`src/rtl/uart_rx_pkg.sv`:
```
package uart_rx_pkg;

    localparam int          RX_DW    = 8;
    localparam logic [2:0]  MODE_OFF = 3'b000;

    typedef enum logic [2:0] {
        ST_IDLE,
        ST_START,
        ST_DATA,
        ST_PAR,
        ST_STOP1,
        ST_STOP2
    } rx_state_e;

    typedef struct packed {
        logic len8;
        logic par_en;
        logic par_odd;
        logic two_stop;
    } rx_cfg_t;

    typedef struct packed {
        logic [RX_DW-1:0] data;
        logic             frm_err;
        logic             par_err;
    } rx_frame_t;

    function automatic logic maj3(input logic a, input logic b, input logic c);
        return (a & b) | (a & c) | (b & c);
    endfunction

    function automatic logic parity_bad(input logic [RX_DW-1:0] d, input logic p,
                                        input logic odd);
        return ((^d) ^ p) != odd;
    endfunction

endpackage

```
`src/rtl/uart_rx_sampler.sv`:
```
module uart_rx_sampler
    import uart_rx_pkg::*;
#(
    parameter int OVS  = 16,
    parameter int SYNC = 2
) (
    input  logic clk,
    input  logic rst,
    input  logic tick_i,
    input  logic rx_i,
    input  logic hunt_i,
    output logic start_o,
    output logic mid_o,
    output logic end_o,
    output logic bit_o
);
    localparam int            PW     = $clog2(OVS);
    localparam logic [PW-1:0] PH_LO  = PW'(OVS / 2 - 1);
    localparam logic [PW-1:0] PH_MID = PW'(OVS / 2);
    localparam logic [PW-1:0] PH_HI  = PW'(OVS / 2 + 1);
    localparam logic [PW-1:0] PH_END = PW'(OVS - 1);

    logic [SYNC-1:0] sync_q;
    logic [PW-1:0]   phase_q;
    logic            s_lo_q;
    logic            s_mid_q;
    logic            rx_s;
    logic            run_tick;

    assign rx_s     = sync_q[SYNC-1];
    assign run_tick = tick_i & ~hunt_i;
    assign start_o  = tick_i & hunt_i & ~rx_s;
    assign mid_o    = run_tick & (phase_q == PH_HI);
    assign end_o    = run_tick & (phase_q == PH_END);
    assign bit_o    = maj3(s_lo_q, s_mid_q, rx_s);

    always_ff @(posedge clk) begin
        if (rst) begin
            sync_q  <= '1;
            phase_q <= '0;
            s_lo_q  <= 1'b1;
            s_mid_q <= 1'b1;
        end else begin
            sync_q <= {sync_q[SYNC-2:0], rx_i};
            if (start_o) begin
                phase_q <= PW'(1);
            end else if (run_tick) begin
                phase_q <= phase_q + PW'(1);
                if (phase_q == PH_LO)  s_lo_q  <= rx_s;
                if (phase_q == PH_MID) s_mid_q <= rx_s;
            end
        end
    end

endmodule

```
`src/rtl/uart_rx_framer.sv`:
```
module uart_rx_framer
    import uart_rx_pkg::*;
#(
    parameter int OVS = 16
) (
    input  logic      clk,
    input  logic      rst,
    input  logic      tick_i,
    input  logic      rx_i,
    input  logic      active_i,
    input  rx_cfg_t   cfg_i,
    output logic      frame_vld_o,
    output rx_frame_t frame_o
);
    localparam int IW = $clog2(RX_DW);

    rx_state_e        state_q;
    logic [IW-1:0]    idx_q;
    logic [IW-1:0]    last_idx;
    logic [RX_DW-1:0] shreg_q;
    logic             pbit_q;
    logic             stop_bad_q;
    logic             start_s, mid_s, end_s, bit_s;
    logic             hunt;

    assign hunt     = (state_q == ST_IDLE);
    assign last_idx = cfg_i.len8 ? IW'(RX_DW - 1) : IW'(RX_DW - 2);

    uart_rx_sampler #(.OVS(OVS), .SYNC(2)) u_smp (
        .clk     (clk),
        .rst     (rst),
        .tick_i  (tick_i),
        .rx_i    (rx_i),
        .hunt_i  (hunt),
        .start_o (start_s),
        .mid_o   (mid_s),
        .end_o   (end_s),
        .bit_o   (bit_s)
    );

    always_ff @(posedge clk) begin
        if (rst) begin
            state_q     <= ST_IDLE;
            idx_q       <= '0;
            shreg_q     <= '0;
            pbit_q      <= 1'b0;
            stop_bad_q  <= 1'b0;
            frame_vld_o <= 1'b0;
            frame_o     <= '0;
        end else begin
            frame_vld_o <= 1'b0;
            if (!active_i) begin
                state_q <= ST_IDLE;
            end else begin
                unique case (state_q)
                    ST_IDLE: if (start_s) begin
                        state_q    <= ST_START;
                        shreg_q    <= '0;
                        pbit_q     <= 1'b0;
                        stop_bad_q <= 1'b0;
                        idx_q      <= '0;
                    end
                    ST_START: begin
                        if (mid_s && bit_s) state_q <= ST_IDLE;
                        else if (end_s)     state_q <= ST_DATA;
                    end
                    ST_DATA: begin
                        if (mid_s) shreg_q[idx_q] <= bit_s;
                        if (end_s) begin
                            if (idx_q == last_idx)
                                state_q <= cfg_i.par_en ? ST_PAR : ST_STOP1;
                            else
                                idx_q <= idx_q + IW'(1);
                        end
                    end
                    ST_PAR: begin
                        if (mid_s) pbit_q  <= bit_s;
                        if (end_s) state_q <= ST_STOP1;
                    end
                    ST_STOP1: begin
                        if (mid_s) begin
                            if (cfg_i.two_stop) begin
                                stop_bad_q <= ~bit_s;
                            end else begin
                                frame_vld_o     <= 1'b1;
                                frame_o.data    <= shreg_q;
                                frame_o.frm_err <= ~bit_s;
                                frame_o.par_err <= cfg_i.par_en &
                                    parity_bad(shreg_q, pbit_q, cfg_i.par_odd);
                                state_q         <= ST_IDLE;
                            end
                        end else if (end_s) begin
                            state_q <= ST_STOP2;
                        end
                    end
                    ST_STOP2: if (mid_s) begin
                        frame_vld_o     <= 1'b1;
                        frame_o.data    <= shreg_q;
                        frame_o.frm_err <= stop_bad_q | ~bit_s;
                        frame_o.par_err <= cfg_i.par_en &
                            parity_bad(shreg_q, pbit_q, cfg_i.par_odd);
                        state_q         <= ST_IDLE;
                    end
                    default: state_q <= ST_IDLE;
                endcase
            end
        end
    end

endmodule

```
`src/rtl/uart_rx_status.sv`:
```
module uart_rx_status
    import uart_rx_pkg::*;
(
    input  logic             clk,
    input  logic             rst,
    input  logic             active_i,
    input  logic             rd_i,
    input  logic             frame_vld_i,
    input  rx_frame_t        frame_i,
    output logic [RX_DW-1:0] rbuf_o,
    output logic             done_o,
    output logic             ovr_o,
    output logic             frm_o,
    output logic             par_o,
    output logic             sum_o,
    output logic             irq_o
);
    logic ovr_hit;
    logic ovr_d, frm_d, par_d;

    always_comb begin
        ovr_hit = frame_vld_i & done_o & ~rd_i;
        ovr_d   = ovr_o | ovr_hit;
        frm_d   = (frm_o & ~rd_i) | (frame_vld_i & frame_i.frm_err);
        par_d   = (par_o & ~rd_i) | (frame_vld_i & frame_i.par_err);
    end

    always_ff @(posedge clk) begin
        if (rst) begin
            rbuf_o <= '0;
            done_o <= 1'b0;
            ovr_o  <= 1'b0;
            frm_o  <= 1'b0;
            par_o  <= 1'b0;
            sum_o  <= 1'b0;
            irq_o  <= 1'b0;
        end else if (!active_i) begin
            done_o <= 1'b0;
            ovr_o  <= 1'b0;
            frm_o  <= 1'b0;
            par_o  <= 1'b0;
            sum_o  <= 1'b0;
            irq_o  <= 1'b0;
        end else begin
            if (frame_vld_i) rbuf_o <= frame_i.data;
            done_o <= frame_vld_i | (done_o & ~rd_i);
            ovr_o  <= ovr_d;
            frm_o  <= frm_d;
            par_o  <= par_d;
            sum_o  <= ovr_d | frm_d | par_d;
            irq_o  <= frame_vld_i & (~ovr_hit | frame_i.frm_err | frame_i.par_err);
        end
    end

endmodule

```
`src/rtl/uart_rx_err_top.sv`:
```
module uart_rx_err_top
    import uart_rx_pkg::*;
#(
    parameter int OVS = 16
) (
    input  logic       clk,
    input  logic       rst,
    input  logic       baud_tick_i,
    input  logic       rx_i,
    input  logic       rx_en_i,
    input  logic [2:0] mode_sel_i,
    input  logic       par_en_i,
    input  logic       par_odd_i,
    input  logic       two_stop_i,
    input  logic       len8_i,
    input  logic       rd_lo_i,
    output logic [7:0] rbuf_o,
    output logic       rx_done_o,
    output logic       ovr_err_o,
    output logic       frm_err_o,
    output logic       par_err_o,
    output logic       err_sum_o,
    output logic       rx_irq_o
);
    logic      active;
    rx_cfg_t   cfg;
    logic      frame_vld;
    rx_frame_t frame;

    assign active       = rx_en_i & (mode_sel_i != MODE_OFF);
    assign cfg.len8     = len8_i;
    assign cfg.par_en   = par_en_i;
    assign cfg.par_odd  = par_odd_i;
    assign cfg.two_stop = two_stop_i;

    uart_rx_framer #(.OVS(OVS)) u_frm (
        .clk         (clk),
        .rst         (rst),
        .tick_i      (baud_tick_i),
        .rx_i        (rx_i),
        .active_i    (active),
        .cfg_i       (cfg),
        .frame_vld_o (frame_vld),
        .frame_o     (frame)
    );

    uart_rx_status u_sts (
        .clk         (clk),
        .rst         (rst),
        .active_i    (active),
        .rd_i        (rd_lo_i),
        .frame_vld_i (frame_vld),
        .frame_i     (frame),
        .rbuf_o      (rbuf_o),
        .done_o      (rx_done_o),
        .ovr_o       (ovr_err_o),
        .frm_o       (frm_err_o),
        .par_o       (par_err_o),
        .sum_o       (err_sum_o),
        .irq_o       (rx_irq_o)
    );

endmodule

```
`config.mk`:
```
export PLATFORM = sky130hd
export DESIGN_NAME = uart_rx_err_top
export DESIGN_NICKNAME = d
export VERILOG_FILES = /design/src/rtl/uart_rx_pkg.sv /design/src/rtl/uart_rx_sampler.sv /design/src/rtl/uart_rx_framer.sv /design/src/rtl/uart_rx_status.sv /design/src/rtl/uart_rx_err_top.sv
export SDC_FILE = /design/constraint.sdc
export NUM_CORES = 1
export LEC_CHECK = 0
export ABC_AREA = 1
export BUFFER_PORTS_ARGS = -buffer_cell sky130_fd_sc_hd__buf_2
export CAP_MARGIN = 20
export CORE_UTILIZATION = 58
export DETAILED_ROUTE_END_ITERATION = 16
export PLACE_DENSITY = 0.83
export SLEW_MARGIN = 15
export SYNTH_ARGS = -nofsm -noshare
export SYNTH_HDL_FRONTEND = slang
export SYNTH_SLANG_ARGS = --single-unit
export TNS_END_PERCENT = 50
```
`constraint.sdc`:
```
create_clock -name clk -period 1.7 [get_ports clk]
set_input_delay 0.255 -clock clk [delete_from_list [all_inputs] [get_ports clk]]
set_output_delay 0.255 -clock clk [all_outputs]
set_load 0.02 [all_outputs]
```
Word level (Yosys, flattened, before mapping)

Cells that the tools add are included.
Widths: inputs -> output; s select.

Bits in registers: 49
Input port bits: 13
Logic and storage cells: 147

$add $sub $neg: 2
Order comparisons: 2
Equality and inequality tests: 25
Multiplexer cells: 39
Bitwise logic cells: 37
Reduce and logical (&&, ||, !) cells: 21

Operator list:

| operator           | number |
|---|---|
| $mux 3             | 14 |
| $mux 10            | 3 |
| $pmux 10 s2        | 1 |
| $and 1x1->1        | 18 |
| $pmux 3 s6         | 1 |
| $mux 8             | 2 |
| $ne 2x1->1 const B | 8 |
| $pmux 8 s2         | 1 |
| $reduce_and 5->1   | 3 |
| $eq 4x4->1 const B | 3 |
| $mux 1             | 11 |
| $or 1x1->1         | 11 |
| $reduce_bool 2->1  | 5 |
| $bwmux 8           | 1 |
| $reduce_and 4->1   | 2 |
| $reduce_and 8->1   | 1 |
| $reduce_xor 8->1   | 1 |
| $not 1->1          | 7 |
| $eq 3x2->1 const B | 2 |
| $eq 3x3->1 const B | 2 |
| $ne 2x2->1 const B | 3 |
| $ne 3x1->1 const B | 2 |
| $pmux 1 s2         | 3 |
| $pmux 3 s2         | 1 |
| other kinds (17)   | 20 |

Depth between registers and ports, before layout

Gate-level depths: netlist (run 1).

Depth in word-level cells: 7
Gate-level depth with buffers: 11
Depth with buffers taken out: 11

Hierarchy

A second synthesis (run 1) with hierarchy kept.

Cell total of the unflattened synthesis: 370
Area, all modules: 2508.7 um2

Modules (own cells, without submodules):

| module          | instances | cells an instance | area an instance (um2) |
|---|---|---|---|
| uart_rx_framer  | 1         | 241               | 1565.3 |
| uart_rx_status  | 1         | 67                | 513.0 |
| uart_rx_sampler | 1         | 58                | 414.1 |
| uart_rx_err_top | 1         | 4                 | 16.3 |

Worst setup path before layout (run 1)

OpenSTA, ideal clock, no wires.

Path type: reg-to-reg
Start point: register u_frm.u_smp.phase_q[1]
End point: register u_frm.shreg_q[4]
Library setup time: 0.112 ns
Arrival time: 1.361 ns
Required time: 1.588 ns
Path slack: 0.227 ns
Stages on the path, launching flop included: 12
Period minus slack after synthesis: 1.473 ns
Cell sequence: dfxtp_1 -> inv_1 -> ha_1 -> inv_1 -> nor2_4 -> nand3_2 -> nand2_1 -> nand2_2 -> nor2_1 -> nand2_1 -> nand2_1 -> nand2_1

Word-level cells in the longest chain between the ends: 4

RTL lines:

| item                           | line                  | text |
|---|---|---|
| start: declaration             | uart_rx_sampler.sv:24 | `logic [PW-1:0] phase_q;` |
| start signal: assignment       | uart_rx_sampler.sv:48 | `phase_q <= phase_q + PW'(1);` |
| $eq 4x4->1                     | uart_rx_sampler.sv:33 | `assign mid_o = run_tick & (phase_q == PH_HI);` |
| $and 1x1->1                    | uart_rx_sampler.sv:33 |  |
| $ne 2x1->1 (no line)           | --                    |  |
| $reduce_and 4->1 (no line)     | --                    |  |
| end signal: indexed assignment | uart_rx_framer.sv:68  | `if (mid_s) shreg_q[idx_q] <= bit_s;` |
| end: declaration               | uart_rx_framer.sv:20  | `logic [RX_DW-1:0] shreg_q;` |

Every way passes these cells.
A chain may end at the register's enable or synchronous reset.

Worst setup path after layout (run 1)

Start point: register u_frm.u_smp.phase_q[1]
End point: register u_frm.frame_o[1] in the netlist's numbering

Word-level cells in the longest chain between the ends: 4
Elaborated cells on any way between the ends: 5
Classes of those cells: 3 x eq/ne; 1 x bitwise; 1 x reduce/logical

RTL lines:

| item                           | line                  | text |
|---|---|---|
| $eq 4x4->1 (*)                 | uart_rx_sampler.sv:33 |  |
| $and 1x1->1 (*)                | uart_rx_sampler.sv:33 |  |
| $ne 2x1->1 (no line)           | --                    |  |
| $reduce_and 5->1 (no line) (*) | --                    |  |
| end: declaration               | uart_rx_framer.sv:13  | `output rx_frame_t frame_o` |

Every way passes the cells marked *; elsewhere a longest branch is shown, timed or not.

==> impl_metrics.env, run 1 <==
export IMPL_dp_cells=441
export IMPL_dpl_worst_slack_ns=0.00834
export IMPL_cp_common_cell="nor2_4"
export IMPL_layout_common_cells="nand2_1, dfxtp_1, nor2_1"
export IMPL_hold_path_class="primary input to register"
export IMPL_hold_start="rx_i"
export IMPL_die_h_um=67.7
export IMPL_slowest_stage="dfxtp_1"
export IMPL_n_antenna_cell=0
export IMPL_fin_hold_ws_ns=0.129
export IMPL_gp_congestion=0.881
export IMPL_tightest_slew_ns=0.378
export IMPL_yosysTopAreaCell="dfxtp_1"
export IMPL_cp_max_fo=17
export IMPL_critPathLaunchType="register"
export IMPL_worstSetupPathType="register to register"
export IMPL_ctsLongestPathBuffers=2
export IMPL_drive_gt1_share_pct=21.2
export IMPL_grt_pass1_vias=2125
export IMPL_avgSynthCellArea_um2=7.01
export IMPL_ys_flop_type="dfxtp_1"
export IMPL_yosysTopAreaCellShare_pct=39.2
export IMPL_path_delay_family="buffers and inverters"
export IMPL_finalPower_mw=2.22
export IMPL_final_cells=451
export IMPL_syn_area_um2=2500
export IMPL_io_pins=27
export IMPL_rr_startpoint="u_frm.u_smp.phase_q[1]$_SDFFE_PP0P_"
export IMPL_p_leak_nw=1.29
export IMPL_rsz0062_at_grt="no"
export IMPL_numCtsBuffers=5
export IMPL_power_density_nw_per_um2=763
export IMPL_gr_usage_all_layers_pct=26.7
export IMPL_wire_per_inst_um=12.3
export IMPL_remaining_drc_errors=0
export IMPL_grt_overflow=0
export IMPL_syn_nets=374
export IMPL_status="finished, final reports clean"
export IMPL_setup_viol=0
export IMPL_synth_seq_cells=49
export IMPL_cts_root_buf="clkbuf_8"
export IMPL_first_pass_iters=4
export IMPL_worst_ep_arrival_time_ns=1.81
export IMPL_vias_per_cell=5.35
export IMPL_holdBufCountCts=0
export IMPL_synthToLayoutAreaGrowth_pct=16.5
export IMPL_end_kind="register"
export IMPL_path_cells="inv_2 -> ha_1 -> inv_1 -> nor2_4 -> buf_4 -> nand3_4 -> nor2_4 -> buf_12 -> o21ai_0 -> a31oi_1"
export IMPL_crit_path_start="u_frm.u_smp.phase_q[1]$_SDFFE_PP0P_"
export IMPL_slew_viol_final=0
export IMPL_cts_tree="built"
export IMPL_slew_headroom_pct=74.6
export IMPL_fin_tns_setup_ns=0
export IMPL_die_w_um=67.7
export IMPL_final_util_pct=71.8
export IMPL_ir_worst_vdd_mv=0.596
export IMPL_period_share_pct=92.5
export IMPL_postRouteAntennaNets=0
export IMPL_final_fill_count=333
export IMPL_clkSinkCount=49
export IMPL_ys_warn_count=0
export IMPL_core_area_um2=4060
export IMPL_hold_viol=0
export IMPL_layout_cells_most_common="nand2_1"
export IMPL_dieArea_um2=4580
export IMPL_post_route_min_period_ns=1.57
export IMPL_drt_wl_total_um=5570
export IMPL_multi_input_area_um2=1340
export IMPL_crit_buf_inv=4
export IMPL_max_cap_viol_count=0
export IMPL_design_area_um2=2910
export IMPL_cts_htree_levels=2
export IMPL_clock_latency_ns=0.31
export IMPL_synth_edf_count=0
export IMPL_ys_types=37
export IMPL_clock_fmax_mhz=636
export IMPL_setup_ws_ns=0.127
export IMPL_vias=2413
export IMPL_synthArstFlopShare_pct=0
export IMPL_cp_required_ns=1.94
export IMPL_rows=23
export IMPL_nNetsFinal=417
export IMPL_fin_skew_ns=0.00698
export IMPL_synth_seq_area_share_pct=39.2
export IMPL_grt_pass1_wl_um=9240
export IMPL_cp_slowest_stage_delay_ns=0.33
export IMPL_seqCellArea_um2=983
export IMPL_synth_top_cells_by_area="dfxtp_1, nand2_1, a21oi_1, nor2_1, inv_1"
export IMPL_grt_max_degree=19
export IMPL_hpwl_um=4120
export IMPL_drt_iter0_markers=134
export IMPL_portBuffers=26
export IMPL_place_area_um2=2770
export IMPL_start_util_pct=61.6
export IMPL_antenna_found_initial=0
export IMPL_cts_clk_slew_worst_paths_ns=0.09
export IMPL_syn_inst=357
[where the power goes]
group          switching, mW  internal (mW)
clock                  0.417          0.293
combinational          0.209          0.119
sequential            0.0185           1.17
total                  0.645           1.58
[cell families after synthesis]
group           after synthesis  share of synthesized area [%]
xor+xnor                      2                          0.700
flops                        49                           39.2
fa+ha+maj                     4                           2.00
simple gates                186                           34.9
buf+inv                      51                           8.10
compound gates               65                           15.1
[registers in the layout, summed over array words and instances (netlist names), 2 cells and up]
| name | flops |
|---|---|
| u_frm.u_smp.sync_q | 2 |
| u_frm.shreg_q | 8 |
| u_sts.rbuf_o | 8 |
| u_frm.idx_q | 3 |
| u_frm.frame_o | 10 |
| u_frm.state_q | 3 |
| u_frm.u_smp.phase_q | 4 |
[cell type report]
type | count | area share, %
clock buffers | 5 | 2.36
well taps | 50 | 2.15
multi-input cells | 257 | 45.9
repair buffers | 44 | 9.54
inverters | 43 | 5.54
clock inverters | 3 | 0.730
flip-flops and latches | 49 | 33.8
[routing by layer]
metal	vias up	share of wire, %	GRT usage [%]
li1	1246	-	-
met1	1104	47	35.3
met2	55	48	42.2
met3	8	3.6	5.74
met4	0	1.4	9.84
met5	-	0	0
[synth_stat cells (2+ instances only)]
| cell | instances |
|---|---|
| a21oi_1 | 31 |
| a21oi_4 | 2 |
| a22oi_1 | 2 |
| a31oi_1 | 3 |
| buf_2 | 3 |
| clkbuf_1 | 4 |
| dfxtp_1 | 49 |
| ha_1 | 4 |
| inv_1 | 38 |
| inv_2 | 4 |
| nand2_1 | 86 |
| nand2_2 | 3 |
| nand3_1 | 26 |
| nand3_2 | 2 |
| nand4_1 | 7 |
| nor2_1 | 41 |
| nor2_4 | 4 |
| nor3_1 | 6 |
| nor3_2 | 2 |
| o21ai_0 | 18 |
| o21ai_1 | 3 |
| o21ai_2 | 3 |
| or2_2 | 2 |
[worst register-to-register path: cells and delay by family (launching register included)]
family                   cells  cell delay [ns]
AO/OA/AOI/OAI                2             0.22
AND/OR/NAND/NOR              3             0.38
buffers and inverters        4             0.44
adder cells (fa/ha/maj)      1             0.14
flip-flops                   1             0.33
[repair_timing]
action / CTS / global route
buffers inserted: 0 / 2
endpoints found under the setup margin: 1 / 21
gates resized for setup: 1 / 7
pin swaps: 0 / 2
[worst paths after layout]
kind                                            to  slack, ns  cells after the start
setup / recovery     u_frm.frame_o[1]$_SDFFE_PP0P_       0.13                     10
hold / removal    u_frm.u_smp.sync_q[0]$_SDFF_PP1_       0.13                      2
hold reg to reg   u_frm.u_smp.sync_q[1]$_SDFF_PP1_       0.42                      1
setup reg to reg     u_frm.frame_o[1]$_SDFFE_PP0P_       0.13                     10
Power figures use the tool's default switching activity.
==> inputs of run 2 (changes only) <==
PLACE_DENSITY = unset   (was 0.83)
PLACE_DENSITY_LB_ADDON = 0.25   (was unset)
==> impl_metrics.env, run 2 (same netlist as run 1, synthesis figures left out) <==
export IMPL_worstSetupPathDepth=11
export IMPL_fin_tns_setup_ns=0
export IMPL_finalPower_mw=2.20
export IMPL_slew_viol_final=0
export IMPL_reg2regPathDepth=11
export IMPL_grt_pass1_vias=2045
export IMPL_die_w_um=67.7
export IMPL_cts_clk_slew_worst_paths_ns=0.09
export IMPL_worstSetupPathType="register to register"
export IMPL_antenna_found_initial=0
export IMPL_tightest_slew_ns=0.328
export IMPL_postRouteAntennaNets=0
export IMPL_power_switching_mw=0.620
export IMPL_worst_ep_arrival_time_ns=1.77
export IMPL_cp_max_fo=5
export IMPL_p_comb_share_pct=14.3
export IMPL_slowest_stage="dfxtp_1"
export IMPL_status="finished, final reports clean"
export IMPL_gp_congestion=0.909
export IMPL_vias_per_cell=5.22
export IMPL_max_cap_viol_count=0
export IMPL_multi_input_area_um2=1340
export IMPL_crit_buf_inv=2
export IMPL_nNetsFinal=415
export IMPL_reg_top3="u_frm.frame_o: 10 flops, u_frm.shreg_q: 8 flops, u_sts.rbuf_o: 8 flops"
export IMPL_p_sw_share_pct=28.2
export IMPL_cts_tree="built"
export IMPL_rr_startpoint="u_frm.u_smp.phase_q[1]$_SDFFE_PP0P_"
export IMPL_power_density_nw_per_um2=759
export IMPL_cp_common_cell="o21ai_0"
export IMPL_drt_iter0_markers=166
export IMPL_post_route_min_period_ns=1.56
export IMPL_ir_worst_vdd_mv=0.548
export IMPL_hold_path_class="primary input to register"
export IMPL_n_antenna_cell=0
export IMPL_end_kind="register"
export IMPL_synthToLayoutAreaGrowth_pct=15.7
export IMPL_grt_pass1_wl_um=8640
export IMPL_period_share_pct=92.0
export IMPL_io_pins=27
export IMPL_cp_slowest_stage_delay_ns=0.32
export IMPL_intPower_mw=1.58
export IMPL_regMostFlops="u_frm.frame_o"
export IMPL_hold_viol=0
export IMPL_wire_per_inst_um=11.9
export IMPL_rows=23
export IMPL_grt_max_degree=19
export IMPL_portBuffers=26
export IMPL_cp_required_ns=1.90
export IMPL_path_delay_family="simple AND/OR/NAND/NOR gates"
export IMPL_crit_path_start="u_frm.u_smp.phase_q[1]$_SDFFE_PP0P_"
export IMPL_slew_headroom_pct=78.1
export IMPL_largest_register_ffs=10
export IMPL_die_h_um=67.7
export IMPL_core_area_um2=4060
export IMPL_critPathLaunchType="register"
export IMPL_crit_path_end="u_frm.pbit_q$_SDFFE_PP0P_"
export IMPL_drt_wl_total_um=5350
export IMPL_first_pass_iters=4
export IMPL_grt_overflow=0
export IMPL_fin_skew_ns=0.00772
export IMPL_p_clk_share_pct=31.6
export IMPL_path_cells="inv_1 -> ha_1 -> inv_1 -> nor2_4 -> nand3_4 -> nand2_1 -> o21ai_0 -> nor2_1 -> o21ai_0 -> o21ai_0 -> nor2_1"
export IMPL_ctsLongestPathBuffers=2
export IMPL_r2r_end="u_frm.pbit_q$_SDFFE_PP0P_"
export IMPL_power_frac_seq_pct=54.1
export IMPL_setup_viol=0
export IMPL_gr_usage_all_layers_pct=25.3
export IMPL_remaining_drc_errors=0
export IMPL_clkSinkCount=49
export IMPL_numCtsBuffers=5
export IMPL_cts_root_buf="clkbuf_8"
export IMPL_dieArea_um2=4580
export IMPL_layout_cells_most_common="nand2_1"
export IMPL_hpwl_um=4120
export IMPL_clock_latency_ns=0.31
export IMPL_cts_htree_levels=2
export IMPL_clock_fmax_mhz=639
export IMPL_drive_gt1_share_pct=20.3
export IMPL_seqCellArea_um2=983
export IMPL_rrSetupSlack_ns=0.14
export IMPL_layout_common_cells="nand2_1, dfxtp_1, nor2_1"
export IMPL_p_leak_nw=1.28
export IMPL_final_fill_count=350
export IMPL_vias=2345
export IMPL_start_util_pct=61.6
-- run 2: worst min path at each step --
| stage | startpoint | endpoint | cells past startpoint | slack [ns] |
|---|---|---|---|---|
| global placement | u_frm.u_smp.sync_q[0]$_SDFF_PP1_ | u_frm.u_smp.sync_q[1]$_SDFF_PP1_ | 1 | 0.40 |
| finish | rx_i | u_frm.u_smp.sync_q[0]$_SDFF_PP1_ | 2 | 0.13 |
| global route | rx_i | u_frm.u_smp.sync_q[0]$_SDFF_PP1_ | 2 | 0.13 |
| floorplan | rx_i | u_frm.u_smp.sync_q[0]$_SDFF_PP1_ | 1 | 0.36 |
| detailed placement | u_frm.u_smp.sync_q[0]$_SDFF_PP1_ | u_frm.u_smp.sync_q[1]$_SDFF_PP1_ | 1 | 0.40 |
| CTS | rx_i | u_frm.u_smp.sync_q[0]$_SDFF_PP1_ | 2 | 0.13 |
-- run 2: what timing repair did --
item,4_1_cts,5_1_grt
resized for setup,0,7
hold buffers,0,0
endpoints found under the setup margin,0,20
setup buffers,0,1
-- run 2: cell type report --
type | count | area share [%]
Clock buffer | 6 | 2.51
Clock inverter | 2 | 0.476
Inverter | 43 | 5.58
Multi-Input combinational cell | 257 | 46.2
Sequential cell | 49 | 34.0
Tap cell | 50 | 2.16
Timing Repair Buffer | 42 | 9.08
-- run 2: power groups by stage --
stage	sequential, mW	combinational (mW)	clock [mW]
floorplan	1.21	0.222	0
global placement	1.21	0.300	0
detailed placement	1.21	0.304	0
CTS	1.19	0.307	0.705
global route	1.19	0.353	0.754
finish	1.19	0.314	0.695
-- run 2: per-stage QoR --
step | cell area, um2 | utilization (%) | std cells | hold WS (ns) | setup WS (ns)
finish | 2890 | 71.3 | 449 | 0.134 | 0.135
global route | 2890 | 71.3 | 449 | 0.128 | -0.0103
CTS | 2850 | 70.3 | 448 | 0.130 | 0.0131
detailed placement | 2770 | 68.1 | 440 | 0.402 | 0.0205
global placement | 2770 | 68.1 | 440 | 0.396 | 0.105
floorplan | 2500 | - | 357 | 0.359 | 0.227
-- run 2: worst reg2reg max path, stage by stage (launching register included) --
cell and delay (ns):
dfxtp_1 0.32, inv_1 0.11, ha_1 0.15, inv_1 0.06, nor2_4 0.16, nand3_4 0.14, nand2_1 0.10, o21ai_0 0.09
nor2_1 0.13, o21ai_0 0.09, o21ai_0 0.07, nor2_1 0.05
-- run 2: layer usage --
metal	part of all wire (%)	global-route usage [%]	vias to the layer above
met5	0	0	-
met4	1.1	7.71	0
met3	3.4	5.24	6
met2	47	42.8	38
met1	48	31.9	1064
li1	-	-	1237
==> inputs of run 3 (changes only) <==
CORE_ASPECT_RATIO = 0.9   (was unset)
==> impl_metrics.env, run 3 (same netlist as run 1, synthesis figures left out) <==
export IMPL_ctsLongestPathBuffers=2
export IMPL_grt_max_degree=19
export IMPL_postRouteAntennaNets=0
export IMPL_wire_per_inst_um=12.2
export IMPL_hold_end="u_frm.u_smp.sync_q[0]$_SDFF_PP1_"
export IMPL_cts_clk_slew_worst_paths_ns=0.09
export IMPL_gr_usage_all_layers_pct=25.1
export IMPL_n_antenna_cell=0
export IMPL_end_kind="register"
export IMPL_cts_htree_levels=2
export IMPL_core_area_um2=4100
export IMPL_hpwl_um=4010
export IMPL_synthToLayoutAreaGrowth_pct=14.9
export IMPL_final_fill_count=333
export IMPL_drive_gt1_share_pct=19.9
export IMPL_period_share_pct=97.5
export IMPL_vias_per_cell=5.32
export IMPL_start_util_pct=61.0
export IMPL_worstSetupPathType="register to register"
export IMPL_nNetsFinal=412
export IMPL_status="finished, final reports clean"
export IMPL_rrSetupSlack_ns=0.04
export IMPL_layout_cells_most_common="nand2_1"
export IMPL_slew_headroom_pct=77.4
export IMPL_gp_congestion=0.953
export IMPL_hold_depth=2
export IMPL_slowest_stage="dfxtp_1"
export IMPL_reg2regPathDepth=11
export IMPL_die_w_um=71.2
export IMPL_antenna_found_initial=0
export IMPL_cts_root_buf="clkbuf_8"
export IMPL_rr_startpoint="u_frm.u_smp.phase_q[1]$_SDFFE_PP0P_"
export IMPL_drt_iter0_markers=123
export IMPL_holdBufCountCts=0
export IMPL_cp_required_ns=1.90
export IMPL_regMostFlops="u_frm.frame_o"
export IMPL_tightest_slew_ns=0.337
export IMPL_fin_hold_ws_ns=0.130
export IMPL_cts_tree="built"
export IMPL_cp_slowest_stage_delay_ns=0.32
export IMPL_path_cells="inv_1 -> ha_1 -> inv_1 -> nor2_4 -> nand3_4 -> a21oi_1 -> nand2_1 -> nand2_2 -> nand3_1 -> nand2_1 -> nor2_1"
export IMPL_largest_register_ffs=10
export IMPL_hold_viol=0
export IMPL_cp_max_fo=6
export IMPL_grt_pass1_wl_um=9310
export IMPL_remaining_drc_errors=0
export IMPL_drt_wl_total_um=5430
export IMPL_portBuffers=26
export IMPL_vias=2362
export IMPL_die_h_um=64.3
export IMPL_io_pins=27
export IMPL_r2r_end="u_frm.state_q[0]$_SDFFE_PP0P_"
export IMPL_grt_overflow=0
export IMPL_numCtsBuffers=5
export IMPL_layout_common_cells="nand2_1, dfxtp_1, nor2_1"
export IMPL_clkSinkCount=49
export IMPL_dieArea_um2=4580
export IMPL_worst_ep_arrival_time_ns=1.86
export IMPL_rows=22
export IMPL_critPathLaunchType="register"
export IMPL_setup_viol=0
export IMPL_p_leak_nw=1.26
export IMPL_clock_fmax_mhz=603
export IMPL_hold_start="rx_i"
export IMPL_fin_skew_ns=0.0137
export IMPL_reg_top3="u_frm.frame_o: 10 flops, u_frm.shreg_q: 8 flops, u_sts.rbuf_o: 8 flops"
export IMPL_clock_latency_ns=0.31
export IMPL_grt_pass1_vias=2190
export IMPL_power_density_nw_per_um2=770
export IMPL_first_pass_iters=4
export IMPL_post_route_min_period_ns=1.66
export IMPL_hold_path_class="primary input to register"
export IMPL_ir_worst_vdd_mv=0.810
export IMPL_max_cap_viol_count=0
export IMPL_final_util_pct=70.1
export IMPL_slew_viol_final=0
## run 3: changes by cell type in the layout (fill, tap and decap cells not counted), sizes merged
| cell | delta |
|---|---|
| clkbuf | -1 |
| buf | -3 |
| clkinvlp | +1 |
## run 3: per-stage QoR
stage | power (mW) | setup slack (ns) | area, um2 | instances | setup TNS [ns]
2_1_floorplan | 1.43 | 0.227 | 2500 | 357 | 0
3_3_place_gp | 1.51 | 0.128 | 2740 | 435 | 0
3_5_place_dp | 1.51 | 0.0264 | 2740 | 435 | 0
4_1_cts | 2.21 | 0.0804 | 2830 | 443 | 0
5_1_grt | 2.31 | -0.0593 | 2870 | 444 | -0.171
6_report | 2.21 | 0.0429 | 2870 | 444 | 0
## run 3: worst max path at each step
stage                                              startpoint                       endpoint  slack, ns
final                     u_frm.u_smp.phase_q[1]$_SDFFE_PP0P_  u_frm.state_q[0]$_SDFFE_PP0P_       0.04
after detailed placement  u_frm.u_smp.phase_q[1]$_SDFFE_PP0P_  u_frm.shreg_q[4]$_SDFFE_PP0P_       0.03
after floorplan           u_frm.u_smp.phase_q[1]$_SDFFE_PP0P_  u_frm.shreg_q[4]$_SDFFE_PP0P_       0.23
after global placement    u_frm.u_smp.phase_q[1]$_SDFFE_PP0P_  u_frm.shreg_q[4]$_SDFFE_PP0P_       0.13
after global routing      u_frm.u_smp.phase_q[1]$_SDFFE_PP0P_  u_frm.state_q[0]$_SDFFE_PP0P_      -0.06
after CTS                 u_frm.u_smp.phase_q[1]$_SDFFE_PP0P_  u_frm.shreg_q[4]$_SDFFE_PP0P_       0.08
## run 3: routing by layer
layer / wire, um / share of wire, % / track usage [%] / vias up
li1: - / - / - / 1236
met1: 2660 / 49 / 33.0 / 1063
met2: 2460 / 45 / 42.9 / 49
met3: 181 / 3.3 / 3.79 / 14
met4: 122 / 2.2 / 6.25 / 0
met5: 0 / 0 / 0 / -
## run 3: what timing repair did
action                     in CTS  in global routing
gates resized for setup         1                  6
setup endpoints to repair       1                 18
pin swaps                       0                  2
setup buffers                   0                  1
## run 3: critical path, delay by kind of cell (launching register included)
family / cells / cell delay, ns
buffers and inverters: 2 / 0.17
and+or+nand+nor: 7 / 0.74
DFF: 1 / 0.32
AOI/OAI and AO/OA: 1 / 0.19
adders and majority gates: 1 / 0.15
## run 3: power breakdown
group	internal [mW]	total, mW	switching [mW]	leakage [nW]
clock network	0.293	0.715	0.423	0.0445
registers	1.17	1.19	0.0192	0.396
logic	0.109	0.313	0.204	0.818
total	1.57	2.21	0.646	1.26
## run 3: area by class of cell
cell class / instances / area, um2 / area share, %
Clock inverter: 3 / 21.3 / 0.740
Timing Repair Buffer: 39 / 240 / 8.36
Tap cell: 48 / 60.1 / 2.09
Clock buffer: 5 / 68.8 / 2.39
Sequential cell: 49 / 982 / 34.2
Multi-Input combinational cell: 257 / 1340 / 46.6
Inverter: 43 / 161 / 5.62
